==> src/rtl/cpl_pkg.sv <==
package cpl_pkg;
  function automatic int unsigned cnt_width(input int unsigned maxv);
    return (maxv < 1) ? 1 : $clog2(maxv + 1);
  endfunction

  function automatic int unsigned max_u(input int unsigned a, input int unsigned b);
    return (a > b) ? a : b;
  endfunction
endpackage

==> src/rtl/cpl_lane_grant.sv <==
// Ascending-order lane grant capped by a per-cycle budget.
module cpl_lane_grant #(
  parameter int LANES  = 4,
  parameter int BUDGET = 200
) (
  input  logic [LANES-1:0] req,
  input  logic             en,
  input  logic             single,
  output logic [LANES-1:0] gnt
);
  always_comb begin
    int taken;
    taken = 0;
    gnt   = '0;
    for (int i = 0; i < LANES; i++) begin
      if (en && req[i] && (taken < BUDGET) && (!single || taken == 0)) begin
        gnt[i] = 1'b1;
        taken  = taken + 1;
      end
    end
  end
endmodule

==> src/rtl/cpl_use_count.sv <==
// Counts accepted sends of one type within the current cycle.
module cpl_use_count
  import cpl_pkg::*;
#(
  parameter int LANES  = 4,
  parameter int BUDGET = 200,
  localparam int UW    = cnt_width(max_u(BUDGET, LANES))
) (
  input  logic             clk,
  input  logic             rst,
  input  logic [LANES-1:0] gnt,
  input  logic [LANES-1:0] acc,
  output logic [UW-1:0]    used_now,
  output logic             any_rej,
  output logic             any_ok
);
  logic [LANES-1:0] sent;
  logic [LANES-1:0] refused;
  logic [UW-1:0]    used_q;

  assign sent    = gnt & acc;
  assign refused = gnt & ~acc;
  assign any_rej = |refused;
  assign any_ok  = |sent;

  always_comb begin
    used_now = '0;
    for (int i = 0; i < LANES; i++) begin
      used_now = used_now + UW'(sent[i]);
    end
  end

  // Snapshot of the finished cycle; the live count restarts every edge.
  always_ff @(posedge clk) begin
    if (rst) used_q <= '0;
    else     used_q <= used_now;
  end

  // a used count never exceeds its budget
  a_r4_used_cap: assert property (@(posedge clk) disable iff (rst)
    used_q <= UW'(BUDGET));
endmodule

==> src/rtl/cache_port_limiter.sv <==
module cache_port_limiter
  import cpl_pkg::*;
#(
  parameter int NUM_LD    = 4,
  parameter int NUM_ST    = 2,
  parameter int LD_BUDGET = 200,
  parameter int ST_BUDGET = 200,
  localparam int LD_UW    = cnt_width(max_u(LD_BUDGET, NUM_LD)),
  localparam int ST_UW    = cnt_width(max_u(ST_BUDGET, NUM_ST))
) (
  input  logic              clk,
  input  logic              rst,
  input  logic [NUM_LD-1:0] ld_req,
  input  logic [NUM_ST-1:0] st_req,
  input  logic              tso_en,
  input  logic              st_inflight,
  input  logic [NUM_LD-1:0] ld_acc,
  input  logic [NUM_ST-1:0] st_acc,
  input  logic              cache_unblock,
  output logic [NUM_LD-1:0] ld_gnt,
  output logic [NUM_ST-1:0] st_gnt,
  output logic              cache_blocked,
  output logic              replay,
  output logic              st_blocked
);
  logic             blk_q, rep_q, sb_q;
  logic             ld_en, st_en;
  logic [LD_UW-1:0] ld_used;
  logic [ST_UW-1:0] st_used;
  logic             ld_rej, st_rej, ld_ok, st_ok;
  logic             any_rej;

  assign ld_en = !blk_q;
  assign st_en = !blk_q && !(tso_en && st_inflight);

  cpl_lane_grant #(.LANES(NUM_LD), .BUDGET(LD_BUDGET)) u_ld_grant (
    .req(ld_req), .en(ld_en), .single(1'b0), .gnt(ld_gnt));

  cpl_lane_grant #(.LANES(NUM_ST), .BUDGET(ST_BUDGET)) u_st_grant (
    .req(st_req), .en(st_en), .single(tso_en), .gnt(st_gnt));

  cpl_use_count #(.LANES(NUM_LD), .BUDGET(LD_BUDGET)) u_ld_count (
    .clk(clk), .rst(rst), .gnt(ld_gnt), .acc(ld_acc),
    .used_now(ld_used), .any_rej(ld_rej), .any_ok(ld_ok));

  cpl_use_count #(.LANES(NUM_ST), .BUDGET(ST_BUDGET)) u_st_count (
    .clk(clk), .rst(rst), .gnt(st_gnt), .acc(st_acc),
    .used_now(st_used), .any_rej(st_rej), .any_ok(st_ok));

  assign any_rej = ld_rej || st_rej;

  always_ff @(posedge clk) begin
    if (rst) begin
      blk_q <= 1'b0;
      rep_q <= 1'b0;
      sb_q  <= 1'b0;
    end else begin
      blk_q <= (blk_q && !cache_unblock) || any_rej;
      rep_q <= (ld_used == LD_UW'(LD_BUDGET)) && !any_rej;
      if (st_rej)     sb_q <= 1'b1;
      else if (st_ok) sb_q <= 1'b0;
    end
  end

  assign cache_blocked = blk_q;
  assign replay        = rep_q;
  assign st_blocked    = sb_q;

  // grants only on requesting lanes
  a_r1_ld_subset: assert property (@(posedge clk) disable iff (rst)
    (ld_gnt & ~ld_req) == '0);
  // silent while blocked
  a_r2_quiet_blocked: assert property (@(posedge clk) disable iff (rst)
    cache_blocked |-> (ld_gnt == '0 && st_gnt == '0));
  // per-type caps
  a_r3_ld_cap: assert property (@(posedge clk) disable iff (rst)
    $countones(ld_gnt) <= LD_BUDGET);
  a_r3_st_cap: assert property (@(posedge clk) disable iff (rst)
    $countones(st_gnt) <= ST_BUDGET);
  // a rejected send blocks the cache
  a_r5_reject_blocks: assert property (@(posedge clk) disable iff (rst)
    (|(ld_gnt & ~ld_acc) || |(st_gnt & ~st_acc)) |=> cache_blocked);
  // unblock clears the flag
  a_r6_unblock: assert property (@(posedge clk) disable iff (rst)
    (cache_blocked && cache_unblock) |=> !cache_blocked);
  // replay only while unblocked
  a_r7_replay_open: assert property (@(posedge clk) disable iff (rst)
    replay |-> !cache_blocked);
  // store ordering gate
  a_r8_tso_wait: assert property (@(posedge clk) disable iff (rst)
    (tso_en && st_inflight) |-> st_gnt == '0);
  a_r8_tso_single: assert property (@(posedge clk) disable iff (rst)
    tso_en |-> $countones(st_gnt) <= 1);
endmodule

==> config.mk <==
export PLATFORM = sky130hd
export DESIGN_NAME = cache_port_limiter
export DESIGN_NICKNAME = d
export VERILOG_FILES = /design/src/rtl/cpl_pkg.sv /design/src/rtl/cpl_lane_grant.sv /design/src/rtl/cpl_use_count.sv /design/src/rtl/cache_port_limiter.sv
export SDC_FILE = /design/constraint.sdc
export NUM_CORES = 1
export LEC_CHECK = 0
export BUFFER_PORTS_ARGS = -buffer_cell sky130_fd_sc_hd__buf_2
export CORE_MARGIN = 3
export CORE_UTILIZATION = 40
export DETAILED_ROUTE_END_ITERATION = 7
export PLACE_DENSITY = 0.81
export SLEW_MARGIN = 20
export SYNTH_ARGS = -nofsm -noshare
export SYNTH_HDL_FRONTEND = slang
export SYNTH_HIERARCHICAL = 1
export SYNTH_SLANG_ARGS = --single-unit
export TNS_END_PERCENT = 30
==> constraint.sdc <==
create_clock -name clk -period 1.4 [get_ports clk]
set_clock_uncertainty 0.2 [all_clocks]
set_input_delay 0.14 -clock clk [delete_from_list [all_inputs] [get_ports clk]]
set_output_delay 0.14 -clock clk [all_outputs]
set_load 0.05 [all_outputs]
==> results of run 1 <==
sequential cells by signal, summed over array words and instances, names as in the netlist:
signal         flops
st_blocked         1
cache_blocked      1
replay             1
power by group:
group | leakage (nW) | internal [mW] | switching [mW]
Combinational | 0.372 | 0.159 | 0.222
Sequential | 0.0252 | 0.0938 | 0.00698
Clock | 0.0150 | 0.107 | 0.0517
cell type report:
| type | instances | share of cell area (%) |
|---|---|---|
| Sequential cell | 3 | 8.29 |
| Tap cell | 13 | 2.11 |
| Timing Repair Buffer | 33 | 30.6 |
| Multi-Input combinational cell | 48 | 50.2 |
| Clock buffer | 4 | 3.41 |
| Inverter | 11 | 5.37 |
critical path: stages (launching register included):
cell and delay (ns):
dfxtp_4 0.34, a21oi_2 0.12, nand2_1 0.10, a21oi_4 0.17, nand2_1 0.10, ha_2 0.19, inv_2 0.04, nand2b_4 0.10
a21oi_2 0.04
metrics by stage:
step,std cells,cell area [sq um]
global placement,102,628
finish,112,769
detailed placement,102,628
global route,112,769
floorplan,67,509
CTS,110,733
what timing repair did:
item,in CTS,in global routing
resized for setup,16,6
pin swaps,3,4
hold buffers,2,0
endpoints found under the hold margin,2,0
buffers inserted,2,2
endpoints found under the setup margin,8,8
path summary, 6_finish.rpt:
| check | from | to |
|---|---|---|
| worst max register to register | cache_blocked | st_blocked |
| worst max-delay path | cache_blocked | st_blocked |
| worst min-delay path | st_acc[1] | st_blocked |
| worst min register to register | st_blocked | st_blocked |
layer usage:
metal | wire, microns | vias up | track usage, % | part of all wire (%)
li1 | - | 261 | - | -
met1 | 537 | 239 | 20.6 | 37
met2 | 861 | 10 | 43.9 | 59
met3 | 42 | 4 | 3.41 | 2.9
met4 | 29 | 0 | 9.32 | 2.0
met5 | 0 | - | 0 | 0
==> flow_summary.yaml, run 1 <==
cts:
  clockBufferDepth: 2
  cts_htree_levels: 1
  clock_latency_ns: 0.24
  clk_pin_slew_ns: 0.04
  cts_made_buffers: 3
  cts_tree: "yes"
  root_buffer: "clkbuf_4"
  cts.sinks: 3
worst_setup_path:
  cp.required_ns: 1.33
  reg2reg_slack_ns: -0.11
  crit_type: "reg -> reg"
  worstRegToRegCells: 8
  endpoint_kind: "register"
  worstSetupStartpointType: "register"
  arrival_ns: 1.43
  crit_fanout: 3
floorplan:
  dieHeight_microns: 39.3
  core-area_sq_um: 977
  floorplan.initialDensity_pct: 45.3
  die_w_microns: 39.3
  dieArea_sq_mm: 0.00154
  ios: 26
  rows: 11
synthesis:
  syn_inst: 61
  ys_warn_count: 6
  avgSynthCellArea_sq_um: 7.26
  synth_area_sq_um: 443
timing:
  rsz0062_at_grt: "yes"
  timing.hold.ws_ns: 0.0770
  finalCritPeriodShare_pct: 108
  setup_tns_ns: -0.382
  final.min_clock_period_ns: 1.51
  max_freq_ghz: 0.664
  finalHoldViolCount: 0
  setup_slack_ns: -0.105
  setup_viol: 7
  drv_slew: 0
worst_hold_path:
  worstHoldPathCells: 4
  hold_class: "in -> reg"
place:
  io_buffer_count: 25
  gp_congestion: 0.705
  hpwlAfterDp_microns: 887
  dp_slack_ns: -0.0445
pwr:
  leakagePower_nw: 0.412
  powerDensity_mw_per_mm2: 833
  peakVddDrop_mv: 0.500
  power_mw: 0.641
global_route:
  grt_pass1_vias: 542
  grt_max_degree: 7
  grt_pass1_wl_microns: 2190
  grtUsageTotal_pct: 21.7
  grt_antenna_before_repair: 0
  grt_overflow_total: 0
cells_and_area:
  area_growth_pct: 73.7
  final_common_cell: "buf_2"
  mostFrequentLayoutCells: "buf_2 (19), inv_1 (8), nand2_1 (8), conb_1 (8), buf_4 (6)"
  multi_input_area_sq_um: 387
  antenna_cells: 0
  final_util_pct: 78.7
  final-seq-area_sq_um: 63.8
  drive_gt1_share_pct: 53.5
  nets: 123
  nFillCells: 69
detailed_routing:
  num_vias: 514
  wl_microns: 1470
  wl_per_cell_microns: 13.1
  antenna_left: 0
  drc: 0
  viasPerCell: 4.59
  drt-pass1-iter-count: 3
  drt_iter0_drc: 2
run_status:
  outcome: "finished with violations"
  violations: "setup timing"
flow_run:
  drv_cap: 0
No activity file was read; power rests on OpenSTA's default activity.
==> run 2: changes to the inputs <==
--- a/config.mk
+++ b/config.mk
@@ -7,9 +7,9 @@
 export LEC_CHECK = 0
 export BUFFER_PORTS_ARGS = -buffer_cell sky130_fd_sc_hd__buf_2
 export CORE_MARGIN = 3
-export CORE_UTILIZATION = 40
+export CORE_UTILIZATION = 41
 export DETAILED_ROUTE_END_ITERATION = 7
-export PLACE_DENSITY = 0.81
+export PLACE_DENSITY = 0.8
 export SLEW_MARGIN = 20
 export SYNTH_ARGS = -nofsm -noshare
 export SYNTH_HDL_FRONTEND = slang
==> constraint.sdc (replaced) <==
create_clock -name clk -period 1.51 [get_ports clk]
set_clock_uncertainty 0.2 [all_clocks]
set_input_delay 0.151 -clock clk [delete_from_list [all_inputs] [get_ports clk]]
set_output_delay 0.151 -clock clk [all_outputs]
set_load 0.05 [all_outputs]
==> run 2 against run 1 <==
Compared with the run above: combinational power decreased by 23%; critical path depth stayed put; worst setup slack improved by 0.19 ns; critical endpoint unchanged; global-route usage shrank 7.1 points; sequential share of layout area grew 1.1 points; die area decreased by 2.1%; first-iteration DRC count stayed put; largest cell class unchanged; fmax rose by 5.8%; non-clock buffer count down 6; the run now ends clean.
==> flow_summary.yaml, run 2 (synthesis results as in run 1) <==
run_status:
  outcome: "finished, final reports clean"
cells_and_area:
  instances_no_fill: 106
  mostFrequentLayoutCells: "buf_2 (19), inv_1 (9), nand2_1 (9), conb_1 (8), nand2b_1 (5)"
  area_growth_pct: 54.0
  final_util_pct: 70.8
  final_common_cell: "buf_2"
  drive_gt1_share_pct: 45.2
  antenna_cells: 0
  nets: 117
timing:
  final.min_clock_period_ns: 1.42
  drv_slew: 0
  setup_tns_ns: 0
  finalHoldViolCount: 0
  finalCritPeriodShare_pct: 94.2
  timing.hold.ws_ns: 0.0871
  rsz0062_at_grt: "yes"
  max_freq_ghz: 0.703
  setup_viol: 0
detailed_routing:
  antenna_left: 0
  viasPerCell: 4.35
  num_vias: 461
  wl_microns: 925
  wl_per_cell_microns: 8.73
  drc: 0
  drt_iter0_drc: 2
  drt-pass1-iter-count: 4
worst_hold_path:
  min_to: "st_blocked"
  hp-start: "st_acc[1]"
  worstHoldPathCells: 4
  hold_class: "in -> reg"
worst_setup_path:
  reg2reg_to: "st_blocked"
  worstSetupStartpointType: "register"
  worstRegToRegCells: 8
  crit_fanout: 4
  cp.required_ns: 1.40
  arrival_ns: 1.31
  rr_startpoint: "cache_blocked"
  reg2reg_slack_ns: 0.09
  crit_type: "reg -> reg"
  endpoint_kind: "register"
pwr:
  power_mw: 0.487
  peakVddDrop_mv: 0.360
  powerDensity_mw_per_mm2: 714
  leakagePower_nw: 0.370
cts:
  clk_pin_slew_ns: 0.04
  cts_made_buffers: 3
  cts_tree: "yes"
  clockBufferDepth: 2
  cts.sinks: 3
  clock_latency_ns: 0.20
  root_buffer: "clkbuf_2"
  cts_htree_levels: 1
global_route:
  grtUsageTotal_pct: 14.5
  grt_antenna_before_repair: 0
  grt_pass1_vias: 406
  grt_pass1_wl_microns: 1520
  grt_overflow_total: 0
  grt_max_degree: 7
flow_run:
  drv_cap: 0
floorplan:
  ios: 26
  dieHeight_microns: 38.9
  floorplan.initialDensity_pct: 46.0
  rows: 11
  die_w_microns: 38.9
  dieArea_sq_mm: 0.00151
  core-area_sq_um: 963
place:
  io_buffer_count: 25
  gp_congestion: 0.707
  hpwlAfterDp_microns: 773
  place_inst: 100
==> run 2: layer usage <==
layer	wire length [microns]	share of wire (%)	vias to the layer above	track usage, %
li1	-	-	251	-
met4	0	0	0	2.56
met3	40	4.3	0	5.20
met2	511	55	10	27.6
met1	374	40	200	15.0
met5	0	0	-	0
==> run 2: power breakdown <==
group          leakage [nW]  switching [mW]  internal (mW)
registers            0.0252         0.00544         0.0870
logic                 0.331           0.181          0.112
clock network        0.0136          0.0382         0.0636
total                 0.370           0.225          0.262
==> run 2: cell type report <==
cell class	count	area, sq um
multi-input cells	48	367
fillers	84	282
repair buffers	27	175
flip-flops and latches	3	63.8
inverters	11	41.3
clock buffers	4	18.8
well taps	13	16.3
==> run 2: how the worst max path moves through the flow <==
stage                   from  depth (start not counted)             to
2_1_floorplan  cache_blocked                          8     st_blocked
3_3_place_gp   cache_blocked                          7  cache_blocked
3_5_place_dp   cache_blocked                          7  cache_blocked
4_1_cts        cache_blocked                          4      ld_gnt[1]
5_1_grt        cache_blocked                          7  cache_blocked
6_report       cache_blocked                          8     st_blocked
==> run 2: critical path, cell delays in order (launching register included) <==
cell and delay (ns):
dfxtp_4 0.35, a21oi_2 0.11, nand2_1 0.10, a21oi_4 0.14, nand2_1 0.08, ha_2 0.16
inv_1 0.04, nand2b_1 0.09, a21oi_1 0.06
==> run 2: per-stage QoR <==
step | area [sq um] | worst slack, ns
2_1_floorplan | 509 | -0.200
3_3_place_gp | 613 | 0.111
3_5_place_dp | 613 | 0.0670
4_1_cts | 668 | 0.00275
5_1_grt | 682 | -0.00750
6_report | 682 | 0.0868
==> run 2: what timing repair did <==
action                                  CTS  global route
buffers inserted                          0             0
hold endpoints to repair                  2             0
resized for setup                         6             6
hold buffers                              2             0
endpoints found under the setup margin    5             7
